[src/rtl/disk_phase_status.sv]
module disk_phase_status #(
  parameter int LEN_SPEC  = 3,
  parameter int LEN_SEEK  = 3,
  parameter int LEN_RECAL = 2,
  parameter int LEN_READ  = 9,
  parameter int RES_READ  = 7
) (
  input  logic       clk,
  input  logic       rst,
  input  logic       wr_stb,
  input  logic [7:0] wr_data,
  input  logic       rd_stb,
  input  logic       exec_done,
  input  logic [3:0] seek_start,
  input  logic [3:0] seek_done,
  output logic [7:0] status,
  output logic       proto_err
);
  localparam int CW = $clog2(LEN_READ + 1);
  localparam int RW = $clog2(RES_READ + 1);

  typedef enum logic [1:0] {PH_IDLE, PH_CMD, PH_EXEC, PH_RES} phase_t;
  typedef enum logic [2:0] {OP_NONE, OP_SPEC, OP_SEEK, OP_RECAL, OP_READ} op_t;

  phase_t        phase;
  op_t           op;
  logic [CW-1:0] bcnt;
  logic [RW-1:0] rcnt;
  logic [7:0]    arg;
  logic          polled;
  logic [3:0]    dbsy;

  op_t           new_op;
  logic [CW-1:0] op_len;
  logic [7:0]    cur_arg;
  logic          rqm, dio, ndma, cb;
  logic          wr_ok, rd_ok, bad, last;
  logic [3:0]    cmd_seek;

  always_comb begin
    unique case (wr_data[4:0])
      5'h03:   new_op = OP_SPEC;
      5'h0F:   new_op = OP_SEEK;
      5'h07:   new_op = OP_RECAL;
      5'h06:   new_op = OP_READ;
      default: new_op = OP_NONE;
    endcase
  end

  always_comb begin
    unique case (op)
      OP_SPEC:  op_len = CW'(LEN_SPEC);
      OP_SEEK:  op_len = CW'(LEN_SEEK);
      OP_RECAL: op_len = CW'(LEN_RECAL);
      OP_READ:  op_len = CW'(LEN_READ);
      default:  op_len = '0;
    endcase
  end

  assign rqm  = (phase != PH_EXEC) || polled;
  assign dio  = (phase == PH_RES) || (phase == PH_EXEC && polled);
  assign ndma = (phase == PH_EXEC) && polled;
  assign cb   = (phase != PH_IDLE);
  assign status = {rqm, dio, ndma, cb, dbsy};

  assign wr_ok   = wr_stb && !rd_stb && rqm && !dio;
  assign rd_ok   = rd_stb && !wr_stb && rqm && dio;
  assign bad     = ((wr_stb || rd_stb) && !(wr_ok || rd_ok)) ||
                   (wr_ok && phase == PH_IDLE && new_op == OP_NONE);
  assign cur_arg = (bcnt == CW'(1)) ? wr_data : arg;
  assign last    = (bcnt + CW'(1)) == op_len;
  assign cmd_seek = (phase == PH_CMD && wr_ok && last && (op == OP_SEEK || op == OP_RECAL))
                    ? (4'b0001 << cur_arg[1:0]) : 4'b0000;

  always_ff @(posedge clk) begin
    if (rst) begin
      phase     <= PH_IDLE;
      op        <= OP_NONE;
      bcnt      <= '0;
      rcnt      <= '0;
      arg       <= '0;
      polled    <= 1'b0;
      dbsy      <= '0;
      proto_err <= 1'b0;
    end else begin
      proto_err <= proto_err | bad;
      dbsy      <= (dbsy & ~seek_done) | seek_start | cmd_seek;
      unique case (phase)
        PH_IDLE:
          if (wr_ok && new_op != OP_NONE) begin
            op    <= new_op;
            bcnt  <= CW'(1);
            phase <= PH_CMD;
          end
        PH_CMD:
          if (wr_ok) begin
            if (bcnt == CW'(1)) arg <= wr_data;
            if (last) begin
              bcnt <= '0;
              if (op == OP_READ) phase <= PH_EXEC;
              else               phase <= PH_IDLE;
              if (op == OP_SPEC) polled <= cur_arg[0];
            end else begin
              bcnt <= bcnt + CW'(1);
            end
          end
        PH_EXEC:
          if (exec_done) begin
            phase <= PH_RES;
            rcnt  <= RW'(RES_READ);
          end
        PH_RES:
          if (rd_ok) begin
            if (rcnt == RW'(1)) phase <= PH_IDLE;
            else                rcnt  <= rcnt - RW'(1);
          end
        default: phase <= PH_IDLE;
      endcase
    end
  end

  p_ndma_exec_r7: assert property (@(posedge clk) disable iff (rst)
    status[5] |-> (status[7] && status[6] && status[4]));

  p_err_sticky_r9: assert property (@(posedge clk) disable iff (rst)
    proto_err |=> proto_err);

  p_rqm_low_ignored_r9: assert property (@(posedge clk) disable iff (rst)
    ((wr_stb || rd_stb) && !status[7] && !exec_done) |=> ($stable(status[7:4]) && proto_err));

  p_seek_clear_r4: assert property (@(posedge clk) disable iff (rst)
    ((|(seek_done & ~seek_start)) && !wr_stb) |=>
      ((status[3:0] & $past(seek_done & ~seek_start)) == 4'b0000));

  p_seek_set_r4: assert property (@(posedge clk) disable iff (rst)
    (|seek_start) |=> ((status[3:0] & $past(seek_start)) == $past(seek_start)));

  p_cb_first_r2: assert property (@(posedge clk) disable iff (rst)
    (!status[4] && wr_stb && !rd_stb && new_op != OP_NONE) |=> status[4]);

  p_res_exit_r8: assert property (@(posedge clk) disable iff (rst)
    (phase == PH_RES && rd_ok && rcnt == RW'(1)) |=> (status[7:4] == 4'h8));

  p_exec_done_idle_r11: assert property (@(posedge clk) disable iff (rst)
    (exec_done && !status[4] && !wr_stb && !rd_stb) |=> !status[4]);
endmodule

[config.mk]
export PLATFORM = sky130hd
export DESIGN_NAME = disk_phase_status
export DESIGN_NICKNAME = d
export VERILOG_FILES = /design/src/rtl/disk_phase_status.sv
export SDC_FILE = /design/constraint.sdc
export NUM_CORES = 1
export LEC_CHECK = 0
export BUFFER_PORTS_ARGS = -buffer_cell sky130_fd_sc_hd__buf_2
export CAP_MARGIN = 20
export CORE_ASPECT_RATIO = 1.75
export CORE_MARGIN = 1.5
export CORE_UTILIZATION = 48
export DETAILED_ROUTE_END_ITERATION = 8
export PLACE_DENSITY = 0.75
export SYNTH_ARGS = -nofsm -noshare
export SYNTH_HDL_FRONTEND = slang
export SYNTH_SLANG_ARGS = --single-unit
[constraint.sdc]
create_clock -name clk -period 1.7 [get_ports clk]
set_input_delay 0.51 -clock clk [delete_from_list [all_inputs] [get_ports clk]]
set_output_delay 0.51 -clock clk [all_outputs]
set_load 0.005 [all_outputs]
# Yosys cells after proc, flatten, opt, wreduce, memory -nomap -nowiden

Index checks and enable logic that the tools add are counted.
Widths: inputs -> output; s select.

Equality and inequality tests: 22
Reductions and logical operators: 37
Mux-type cells: 20
Add/subtract/negate cells: 2
Shifts and indexed selects: 1
Bitwise logic cells: 5

Operators by type and width:

| operator            | number |
|---|---|
| $mux 2              | 8 |
| $mux 4              | 4 |
| $logic_and 1x1->1   | 14 |
| $ne 2x2->1 const B  | 6 |
| $pmux 3 s4          | 1 |
| $pmux 4 s3          | 1 |
| $eq 5x3->1 const B  | 2 |
| $mux 3              | 3 |
| $or 4x4->4          | 2 |
| $pmux 2 s4          | 1 |
| $pmux 4 s2          | 1 |
| $reduce_and 4->1    | 2 |
| $eq 3x1->1 const B  | 2 |
| $eq 3x2->1 const B  | 2 |
| $logic_or 1x1->1    | 6 |
| $pmux 3 s2          | 1 |
| $reduce_and 6->1    | 1 |
| $reduce_bool 2->1   | 3 |
| $eq 5x2->1 const B  | 1 |
| $eq 5x4->1 const B  | 1 |
| $add 4x1->4 const B | 1 |
| $and 4x4->4         | 1 |
| $eq 2x2->1 const B  | 2 |
| $eq 4x1->1 const B  | 1 |
| other kinds (15)    | 20 |

Input port bits: 21
Register bits: 20
Logic and storage cells: 95
Output and inout bits: 9

# Longest topological paths before layout

Gate-level depths: netlist of run 1.

Depth in word-level cells: 10
Depth in mapped cells: 7
Depth with buffers taken out: 7

# Worst setup path after synthesis of run 1

No wires, ideal clock.

Path type: register to register
Start: register bcnt[0]
End: register bcnt[3]
Cell stages (with the launch flop): 7
Data required time: 1583 ps
Buffers on the path: 0
Slack: -48 ps
Library setup time: 117 ps
Arrival time: 1631 ps
Clock period less this slack: 1748 ps
Cells stage by stage: dfxtp_1 -> ha_1 -> and3b_1 -> o21ai_0 -> a22oi_1 -> nand3_2 -> a32o_1

Longest elaborated chain between the ends: 5

Ends and longest elaborated chain:

| item                     | RTL line | RTL |
|---|---|---|
| start: declaration       | 27       | `logic [CW-1:0] bcnt;` |
| start signal: assignment | 104      | `bcnt <= bcnt + CW'(1);` |
| $add 4x1->4 *            | 71, 104  |  |
| $eq 4x4->1               | 71       | `assign last = (bcnt + CW'(1)) == op_len;` |
| $mux 4 *                 | 98       | `if (last) begin` |
| $mux 4 *                 | 96       | `if (wr_ok) begin` |
| $pmux 4 s2 *             | 88       | `unique case (phase)` |

Every way passes the cells marked *; elsewhere a longest branch is shown, timed or not. The select of a mux whose other input is x is not followed.
A chain may end at the register's enable or synchronous reset.

# Final worst setup path of run 1

Start: register bcnt[1]
End: register dbsy[2]

Longest elaborated chain between the ends: 6
Elaborated cells on any way between the ends: 9
Those cells by class: add/sub (1); eq/ne (2); shift (1); mux (2); bitwise (1); reduce/logical (2)

Ends and longest elaborated chain:

| item                            | RTL line | RTL |
|---|---|---|
| $add 4x1->4                     | 71       |  |
| $eq 4x4->1                      | 71       |  |
| $logic_and 1x1->1 (2 in series) | 72       | `assign cmd_seek = (phase == PH_CMD && wr_ok && last && (op == OP_SEEK \|\| op == OP_RECAL))` |
| $mux 4 *                        | 73       | `? (4'b0001 << cur_arg[1:0]) : 4'b0000;` |
| $or 4x4->4 *                    | 87       | `dbsy <= (dbsy & ~seek_done) \| seek_start \| cmd_seek;` |
| end signal: assignment          | 87       |  |
| end: declaration                | 31       | `logic [3:0] dbsy;` |

Every way passes the cells marked *; elsewhere a longest branch is shown, timed or not.

==> results of run 1 <==
repair_timing:
| action | in CTS | in global routing |
|---|---|---|
| setup buffers | 0 | 2 |
| pin swaps | 1 | 5 |
| setup endpoints to repair | 13 | 13 |
| resized for setup | 6 | 13 |
worst min-delay path by stage:
stage | slack, ns | to | cells after the start | start
global placement | 0.46 | proto_err | 2 | proto_err
detailed placement | 0.50 | rcnt[1] | 2 | rcnt[1]
CTS | 0.50 | dbsy[2] | 3 | seek_start[2]
floorplan | 0.48 | arg[0] | 2 | arg[0]
finish | 0.50 | dbsy[2] | 3 | seek_start[2]
global route | 0.50 | dbsy[2] | 3 | seek_start[2]
power by group:
| part | total, mW | leakage, nW | internal, mW | switching, mW |
|---|---|---|---|---|
| Clock | 0.490 | 0.0357 | 0.315 | 0.175 |
| Sequential | 0.518 | 0.166 | 0.492 | 0.0256 |
| Combinational | 0.325 | 0.502 | 0.161 | 0.164 |
| Total | 1.33 | 0.704 | 0.968 | 0.365 |
registers in the layout, summed over array words and instances, names as in the netlist, named ones only:
signal,count
bcnt,4
dbsy,4
op,3
rcnt,3
arg,2
phase,1
polled,1
proto_err,1
worst max-delay path, delay by kind of cell, from the launching register on:
| kind | cells | cell delay, ns |
|---|---|---|
| compound gates | 3 | 0.49 |
| fa+ha+maj | 1 | 0.28 |
| buf+inv | 2 | 0.22 |
| flops | 1 | 0.34 |
| simple gates | 2 | 0.34 |
Yosys cell counts (3+ instances only):
cell type                   n  area, sq um
sky130_fd_sc_hd__dfxtp_1   20          400
sky130_fd_sc_hd__nor2_1    17         63.8
sky130_fd_sc_hd__a21oi_1   10         50.1
sky130_fd_sc_hd__inv_1     10         37.5
sky130_fd_sc_hd__buf_4      6         45.0
sky130_fd_sc_hd__nand3_1    6         30.0
sky130_fd_sc_hd__o21ai_0    6         30.0
sky130_fd_sc_hd__a211oi_1   4         30.0
sky130_fd_sc_hd__ha_1       4         50.1
sky130_fd_sc_hd__nand2_1    4         15.0
sky130_fd_sc_hd__o22ai_1    4         25.0
sky130_fd_sc_hd__nand2b_1   3         18.8
sky130_fd_sc_hd__nor3_1     3         15.0
sky130_fd_sc_hd__nor3b_1    3         22.5
cells in the final DEF, fill, tap and decap left out, drive strengths merged, types with 4 or more instances in the layout:
master / Yosys / final
buf: 10 / 49
dfxtp: 20 / 20
nor2: 17 / 17
inv: 11 / 11
a21oi: 10 / 10
nand3: 8 / 8
o21ai: 7 / 7
a211oi: 4 / 4
nand2: 4 / 4
nor3: 4 / 4
o22ai: 4 / 4
ha: 4 / 4
nor2b: 4 / 4
nor3b: 4 / 4
cell families after synthesis:
| logic type | synth area share, % |
|---|---|
| and+or+nand+nor | 28.7 |
| AOI/OAI and AO/OA | 24.1 |
| buffers and inverters | 8.91 |
| DFF | 29.4 |
| adders and majority gates | 4.41 |
| xor gates and xnor gates | 3.12 |
| muxes | 1.47 |
through the flow:
| stage | hold WS, ns | setup WS, ns | TNS (ns) | area, sq um | cells |
|---|---|---|---|---|---|
| 4_1_cts | 0.498 | -0.00645 | -0.0105 | 1700 | 223 |
| 3_3_place_gp | 0.463 | -0.0788 | -0.451 | 1610 | 219 |
| 5_1_grt | 0.503 | -0.0779 | -0.467 | 1760 | 225 |
| 3_5_place_dp | 0.498 | -0.140 | -1.10 | 1610 | 219 |
| 2_1_floorplan | 0.477 | 0.00155 | 0 | 1360 | 156 |
| 6_report | 0.499 | -0.0426 | -0.106 | 1760 | 225 |
routing by layer:
metal  track usage, %  vias up
li1                 -      654
met1             23.3      641
met2             45.4       52
met3             2.46       13
met4             13.5        0
met5                0        -
area by class of cell:
type                            instances  area [sq um]  share of cell area, %
Multi-Input combinational cell        114           890                   50.6
Timing Repair Buffer                   49           307                   17.4
Clock inverter                          1          30.0                   1.71
Sequential cell                        20           413                   23.5
Tap cell                               27          33.8                   1.92
Clock buffer                            3          41.3                   2.35
Inverter                               11          43.8                   2.49
==> results.txt, run 1 <==
----------------------------------------------------
[Cells and area]
  Final Core Density ... 65.3%
  Share of post-route cells with drive strength above 1 ... 42.4%
  Number of inserted diodes ... 0
  Synthesis-to-layout area growth ... 29.0%
  Layout fillers ... 228
  Total Nets Final ... 224

[Logic synthesis]
  Yosys cell types ... 59
  Top_reg_cell synth ... sky130_fd_sc_hd__dfxtp_1
  Sequential fraction of the synthesis area ... a little under 30%
  Async S/R FF share, synth ... 0%
  Summed instance area of the synthesized netlist ... 1360 sq um
  Synthesized flop and latch total ... 20
  Number of warnings issued by yosys ... 0
  Number of enable flip-flop cells after synthesis ... 0
  Post-Syn Area per Cell ... just under 9 sq um
  Post-synthesis net count ... between 150 and 200
  Number of instances in the synthesized netlist ... 156

[Global route]
  Tot GR Track Use ... 23.6%
  Maximum number of pins on one net before global-route repair ... 13
  Sum of overflow across all layers after global routing ... 0
  Global-route wire length before repair ... 5740 microns
  Via count of the first global-routing pass ... 1316
  Initial antenna violation count ... 0

[Drt]
  Number of detailed-route iterations in the first pass ... 4
  Count of vias placed by the detailed router ... 1360
  Remaining routing DRC violations ... 0
  Post-DR vias/cell ... 6.04
  Number of antenna-violating nets in the routed design ... 0
  Total Wirelength ... 3560 microns
  Routed length on met3 ... 136 microns
  Wire length the detailed router placed on met1 ... 1280 microns
  DR WL/cell ... 15.8 microns
  Routed wire length on met2 ... 2010 microns
  Highest metal layer with signal wires ... met4
  Violation count after the first detailed-routing iteration ... 18

[Floorplan]
  Overall die width ... 43.3 microns
  Total core area ... 2690 sq um
  Initial Utilization ... 50.7%
  Row Count ... 25
  Chip Height ... 73.5 microns
  Area of the die ... around 3200 sq um
  Number of ports placed on the die boundary ... 30

[STA]
  Setup repair after global routing missed its margin ... true
  Final clock period utilization by the worst path ... 103%
  Final Worst Setup Slack ... -0.0426 ns
  Final Hold Fails ... 0
  Worst slew pin tran ... roughly 0.44 ns
  Fmax ... 574 MHz
  Maximum clock skew at final layout ... 0.00384 ns
  Time the final worst path needs with I/O delays and setup ... 1.74 ns
  Worst-case headroom to the max-slew limit ... 70.3%
  Final setup violation count ... 5
  Final count of pins violating max slew ... 0

[Placement]
  Routability cong. ... 0.860
  Total of buffers placed on input and output ports ... 26
  Half-perimeter wire length after detailed placement ... 2630 microns

[Critical path]
  Slowest cell on the critical path ... sky130_fd_sc_hd__dfxtp_2
  Critical path launch point ... bcnt[1]
  Chain of cells forming the critical path ... inv_2, ha_4, nor3b_4, o21ai_2, a22oi_2, nand3_2, buf_4, o22ai_1
  Destination of the worst register-to-register timing path ... dbsy[2]
  CP endpoint ... dbsy[2]
  Largest fanout on the critical path ... 5
  Critical Path Source Type ... flop
  Required time at the worst-slack endpoint ... between 1.5 and 2 ns
  Path depth of the worst reg2reg path ... 8
  Critical path endpoint category ... flop
  Category of the critical setup timing path ... flop to flop
  Slowest Stage Delay on Critical Path ... roughly 0.34 ns
  Worst R2R Start ... bcnt[1]
  Worst EP arrival ... 1.94 ns
  Setup slack of the most critical reg-to-reg path ... -0.04 ns

[Clock network]
  CTS tree ... done
  Clk buf depth ... 2
  Max H-tree Level ... 1
  Sink count of the clock tree ... 20
  CTS root buffer ... sky130_fd_sc_hd__clkbuf_8
  Number of buffers inserted for hold repair after clock tree synthesis ... 0
  Clock transition at path regs ... 0.08 ns
  Total clock buffers created by CTS ... 3
  Clock latency at the later pin of the worst-skew pair ... 0.26 ns

[Power]
  Total power draw ... approximately 1.3 mW
  Power per unit of standard cell area ... about 760 nW/um^2
  Largest vdd supply drop ... 0.705 mV
  Cell leakage power ... 0.704 nW

[Outcome]
  Status ... finished with violations
  Violations in the final reports ... setup timing

[Flow run]
  Number of violations of the max-capacitance limit ... 0

[Worst hold path]
  Hold Path Class ... input port to flop

----------------------------------------------------
Note: power is estimated with default switching activity, not from simulation.
==> run 2, diff against run 1 <==
--- a/config.mk
+++ b/config.mk
@@ -9,9 +9,11 @@
 export CAP_MARGIN = 20
 export CORE_ASPECT_RATIO = 1.75
 export CORE_MARGIN = 1.5
-export CORE_UTILIZATION = 48
+export CORE_UTILIZATION = 50
+export CTS_BUF_LIST = sky130_fd_sc_hd__clkbuf_4 sky130_fd_sc_hd__clkbuf_8
 export DETAILED_ROUTE_END_ITERATION = 8
-export PLACE_DENSITY = 0.75
+export HOLD_SLACK_MARGIN = 0.12
+export PLACE_DENSITY = 0.77
 export SYNTH_ARGS = -nofsm -noshare
 export SYNTH_HDL_FRONTEND = slang
 export SYNTH_SLANG_ARGS = --single-unit
==> results.txt, run 2 (synthesis results as in run 1) <==
----------------------------------------------------
[Placement]
  Half-perimeter wire length after detailed placement ... 2680 microns
  Placement-stage worst setup slack ... -0.146 ns
  Total of buffers placed on input and output ports ... 26
  Routability cong. ... 0.844

[Critical path]
  Critical Path Source Type ... flop
  Category of the critical setup timing path ... flop to flop
  Setup slack of the most critical reg-to-reg path ... -0.04 ns
  Buffer and inverter count on the worst path ... 2
  Worst R2R Start ... bcnt[1]
  Path depth of the worst reg2reg path ... 8
  Cell family with the largest share of critical-path delay ... compound AO/OA/AOI/OAI gates
  Critical path launch point ... bcnt[1]
  Required time at the worst-slack endpoint ... ~1.9 ns
  Slowest Stage Delay on Critical Path ... 0.34 ns
  Critical path endpoint category ... flop
  Chain of cells forming the critical path ... inv_2, ha_4, and3b_1, o21ai_2, a22oi_2, nand3_4, buf_6, o21ai_1
  Worst EP arrival ... 1.94 ns
  Largest fanout on the critical path ... 5
  Slowest cell on the critical path ... sky130_fd_sc_hd__dfxtp_2

[Cells and area]
  Most frequent cells in the layout ... sky130_fd_sc_hd__buf_2, sky130_fd_sc_hd__buf_4, sky130_fd_sc_hd__nor2_1, sky130_fd_sc_hd__dfxtp_1, sky130_fd_sc_hd__a21oi_1
  Share of post-route cells with drive strength above 1 ... around 45%
  Total Nets Final ... 229
  Largest registers in the final layout ... bcnt x4, dbsy x4
  Number of inserted diodes ... 0
  Layout fillers ... 188
  Most common library cell in the layout ignoring fill and taps ... sky130_fd_sc_hd__buf_2
  Synthesis-to-layout area growth ... 34.3%

[STA]
  Final Hold Fails ... 0
  Final setup violation count ... 4
  Worst slew pin tran ... 0.406 ns
  Hold_ws ... 0.485 ns
  Fmax ... 574 MHz
  Maximum clock skew at final layout ... ~0.0043 ns
  Worst-case headroom to the max-slew limit ... 72.7%
  Final clock period utilization by the worst path ... 103%
  Time the final worst path needs with I/O delays and setup ... ~1.7 ns
  Final count of pins violating max slew ... 0
  Final Worst Setup Slack ... -0.0434 ns
  Setup repair after global routing missed its margin ... true

[Floorplan]
  Number of ports placed on the die boundary ... 30
  Area of the die ... slightly above 3000 sq um
  Overall die width ... 42.5 microns
  Chip Height ... about 70 microns
  Row Count ... 24
  Total core area ... roughly 2600 sq um
  Initial Utilization ... a little over half

[Clock network]
  Clock transition at path regs ... around 0.08 ns
  Max H-tree Level ... 1
  Sink count of the clock tree ... 20
  Total clock buffers created by CTS ... 3
  CTS tree ... done
  CTS root buffer ... sky130_fd_sc_hd__clkbuf_8
  Clock latency at the later pin of the worst-skew pair ... 0.27 ns
  Clk buf depth ... 2

[Global route]
  Tot GR Track Use ... a little under a quarter
  Maximum number of pins on one net before global-route repair ... 14
  Sum of overflow across all layers after global routing ... 0
  Global-route wire length before repair ... 5660 microns
  Initial antenna violation count ... 0
  Via count of the first global-routing pass ... 1259

[Worst hold path]
  Worst Hold Path Cells ... 2
  Hold Path Class ... flop to flop
  Endpoint with the worst hold slack ... proto_err
  Start point of the worst min-delay path ... proto_err

[Drt]
  DR WL/cell ... 16.3 microns
  Count of vias placed by the detailed router ... 1356
  Post-DR vias/cell ... 5.92
  Violation count after the first detailed-routing iteration ... 31
  Number of detailed-route iterations in the first pass ... 4
  Remaining routing DRC violations ... 0
  Total Wirelength ... between 3000 and 4000 microns
  Number of antenna-violating nets in the routed design ... 0

[Outcome]
  Violations in the final reports ... setup timing
  Status ... finished with violations

[Power]
  Power per unit of standard cell area ... approximately 740 nW/um^2
  Cell leakage power ... 0.739 nW
  Largest vdd supply drop ... around 0.6 mV

[Flow run]
  Number of violations of the max-capacitance limit ... 0

----------------------------------------------------
==> run 2: changes by cell type in the layout (fill, tap and decap cells not counted), sizes merged <==
cell	previous run	this run
buf	49	54
==> run 2: power breakdown <==
part / leakage [nW] / internal, mW / switching (mW)
Clock: 0.0357 / 0.315 / 0.177
Combinational: 0.538 / 0.170 / 0.161
Sequential: 0.165 / 0.492 / 0.0322
==> run 2: per-stage QoR <==
step	cells	area, sq um	power, mW	setup TNS [ns]	utilization [%]
CTS	228	1750	1.31	0	68.4
detailed placement	224	1650	0.818	-1.17	64.6
global placement	224	1650	0.806	-0.822	64.6
finish	229	1830	1.35	-0.0939	71.7
global route	229	1830	1.40	-0.516	71.7
floorplan	156	1360	0.699	0	-
==> run 2: worst max path at each step <==
stage	end	slack [ns]	depth (start not counted)
after floorplan	bcnt[3]	0.002	7
after global placement	flop	-0.13	8
after detailed placement	dbsy[1]	-0.15	8
after CTS	bcnt[1]	0.003	7
after global routing	bcnt[3]	-0.08	6
final	flop	-0.04	8
==> run 2: layout make-up <==
type                       instances  area [sq um]  share of cell area [%]
multi-input combinational        114           921                    50.3
clock buffer                       3          41.3                    2.26
tap                               26          32.5                    1.78
clock inverter                     1          30.0                    1.64
inverter                          11          43.8                    2.39
timing repair buffer              54           352                    19.2
sequential                        20           410                    22.4
==> run 2: what timing repair did <==
action                                  in CTS  in global routing
pin swaps                                    0                  6
setup buffers                                0                  1
endpoints found under the setup margin      13                 12
hold buffers                                 0                  0
resized for setup                            6                 19
==> run 2: routing by layer <==
metal	global-route usage (%)	wire [microns]
met4	7.99	72
met2	46.8	2170
met5	0	0
met1	24.9	1410
met3	3.23	83
==> run 2: tightest hold or removal path, delay by kind of cell (launching register included) <==
kind	cells	cell delay, ns
compound gates	1	0.06
flops	1	0.32
simple gates	1	0.07
==> run 3, diff against run 2 <==
--- a/config.mk
+++ b/config.mk
@@ -14,6 +14,7 @@
 export DETAILED_ROUTE_END_ITERATION = 8
 export HOLD_SLACK_MARGIN = 0.12
 export PLACE_DENSITY = 0.77
+export SETUP_SLACK_MARGIN = 0.5
 export SYNTH_ARGS = -nofsm -noshare
 export SYNTH_HDL_FRONTEND = slang
 export SYNTH_SLANG_ARGS = --single-unit
==> results.txt, run 3 (synthesis results as in run 1) <==
----------------------------------------------------
[Global route]
  Initial antenna violation count ... 0
  Global-route wire length before repair ... 7120 microns
  Maximum number of pins on one net before global-route repair ... 14
  Sum of overflow across all layers after global routing ... 0
  Via count of the first global-routing pass ... 1557
  Tot GR Track Use ... 30.5%

[STA]
  Final setup violation count ... 0
  Final Hold Fails ... 0
  Hold_ws ... roughly 0.54 ns
  Final sum of negative setup slack ... 0 ns
  Worst-case headroom to the max-slew limit ... 72.8%
  Final Worst Setup Slack ... 0.00324 ns
  Worst slew pin tran ... 0.406 ns
  Time the final worst path needs with I/O delays and setup ... 1.70 ns
  Fmax ... slightly below 600 MHz
  Final count of pins violating max slew ... 0
  Final clock period utilization by the worst path ... 99.8%
  Setup repair after global routing missed its margin ... true
  Maximum clock skew at final layout ... 0.00711 ns

[Drt]
  Number of antenna-violating nets in the routed design ... 0
  Routed wire length on met2 ... 2990 microns
  Remaining routing DRC violations ... 0
  DR WL/cell ... 22.1 microns
  Violation count after the first detailed-routing iteration ... 82
  Highest metal layer with signal wires ... met4
  Total Wirelength ... roughly 5500 microns
  Number of detailed-route iterations in the first pass ... 4
  Count of vias placed by the detailed router ... between 1500 and 2000
  Routed length on met3 ... 326 microns
  Wire length the detailed router placed on met1 ... 1810 microns
  Post-DR vias/cell ... ~6.3

[Critical path]
  Critical path endpoint category ... flop
  Worst EP arrival ... roughly 1.9 ns
  Slowest cell on the critical path ... sky130_fd_sc_hd__dfxtp_4
  Required time at the worst-slack endpoint ... roughly 1.9 ns
  Slowest Stage Delay on Critical Path ... 0.36 ns
  Category of the critical setup timing path ... flop to flop
  Chain of cells forming the critical path ... buf_4, ha_1, xnor2_1, nand3_2, a32o_1
  Largest fanout on the critical path ... 8
  Critical Path Source Type ... flop
  Setup slack of the most critical reg-to-reg path ... 0.003 ns

[Floorplan]
  Overall die width ... 42.5 microns
  Row Count ... 24
  Initial Utilization ... 53.4%
  Total core area ... between 2000 and 3000 sq um
  Chip Height ... 72.1 microns
  Area of the die ... ~3000 sq um
  Number of ports placed on the die boundary ... 30

[Clock network]
  Clk buf depth ... 2
  Sink count of the clock tree ... 20
  Number of buffers inserted for hold repair after clock tree synthesis ... 0
  CTS root buffer ... sky130_fd_sc_hd__clkbuf_8
  Max H-tree Level ... 1
  Total clock buffers created by CTS ... 3
  CTS tree ... done
  Clock transition at path regs ... 0.08 ns
  Clock latency at the later pin of the worst-skew pair ... 0.27 ns

[Placement]
  Placed Area ... around 1700 sq um
  Routability cong. ... roughly 0.93
  Total placed cells including tap cells ... 216
  Half-perimeter wire length after detailed placement ... 2780 microns
  Total of buffers placed on input and output ports ... 26
  Placement-stage worst setup slack ... -0.0661 ns

[Cells and area]
  Final Core Density ... 89.5%
  Layout fillers ... 107
  Largest registers in the final layout ... bcnt x4, dbsy x4
  Number of cells in the finished layout apart from fillers ... 248
  Total Nets Final ... between 200 and 250
  Area of all sequential standard cells ... 423 sq um
  Number of inserted diodes ... 0
  Most common library cell in the layout ignoring fill and taps ... sky130_fd_sc_hd__buf_4
  Most frequent cells in the layout ... sky130_fd_sc_hd__buf_4, sky130_fd_sc_hd__buf_2, sky130_fd_sc_hd__buf_6
  Area of all placed cells without fillers ... around 2300 sq um
  Synthesis-to-layout area growth ... 67.7%
  Multi-input logic area ... 1120 sq um
  Share of post-route cells with drive strength above 1 ... 65.3%

[Worst hold path]
  Hold Path Class ... flop to flop

[Power]
  Total power draw ... approximately 1.5 mW
  Largest vdd supply drop ... 0.784 mV
  Power per unit of standard cell area ... 663 nW/um^2
  Cell leakage power ... 0.902 nW

[Outcome]
  Status ... completed

[Flow run]
  Number of violations of the max-capacitance limit ... 0

----------------------------------------------------
## run 3: cell types whose count changed in the layout (fill, tap and decap cells not counted), moves of 7 or more
cell                      delta
sky130_fd_sc_hd__buf_2       -7
sky130_fd_sc_hd__buf_4       +8
sky130_fd_sc_hd__buf_6      +16
sky130_fd_sc_hd__dfxtp_1     -8
sky130_fd_sc_hd__dfxtp_2     +7
## run 3: layout make-up
cell class                 instances  area share (%)
clock buffer                       3            1.81
clock inverter                     1            1.31
inverter                          11            2.46
multi-input combinational        114            48.9
sequential                        20            18.5
tap                               26            1.42
timing repair buffer              73            25.6
## run 3: power breakdown
group          leakage, nW  switching [mW]  total (mW)  internal [mW]
clock               0.0357           0.177       0.491          0.315
sequential           0.168          0.0319       0.525          0.493
combinational        0.698           0.241       0.498          0.257
## run 3: timing repair
item	CTS	global route
pin swaps	12	15
setup endpoints to repair	29	29
resized for setup	46	23
setup buffers	21	7
## run 3: worst paths after layout
check / depth (start not counted) / endpoint / startpoint
setup / recovery: 5 / bcnt[3] / bcnt[0]
setup reg to reg: 5 / bcnt[3] / bcnt[0]
hold reg to reg: 2 / rcnt[0] / rcnt[0]
hold / removal: 2 / rcnt[0] / rcnt[0]
## run 3: worst max-delay path, delay by kind of cell (launching register included)
family | cells | cell delay (ns)
xor+xnor | 1 | 0.36
flops | 1 | 0.36
simple gates | 1 | 0.20
buf+inv | 1 | 0.17
fa+ha+maj | 1 | 0.24
compound gates | 1 | 0.26
## run 3: routing by layer
layer	vias to the layer above	GRT usage [%]
li1	703	-
met1	738	30.7
met2	97	59.7
met3	36	4.23
met4	0	13.5
met5	-	0
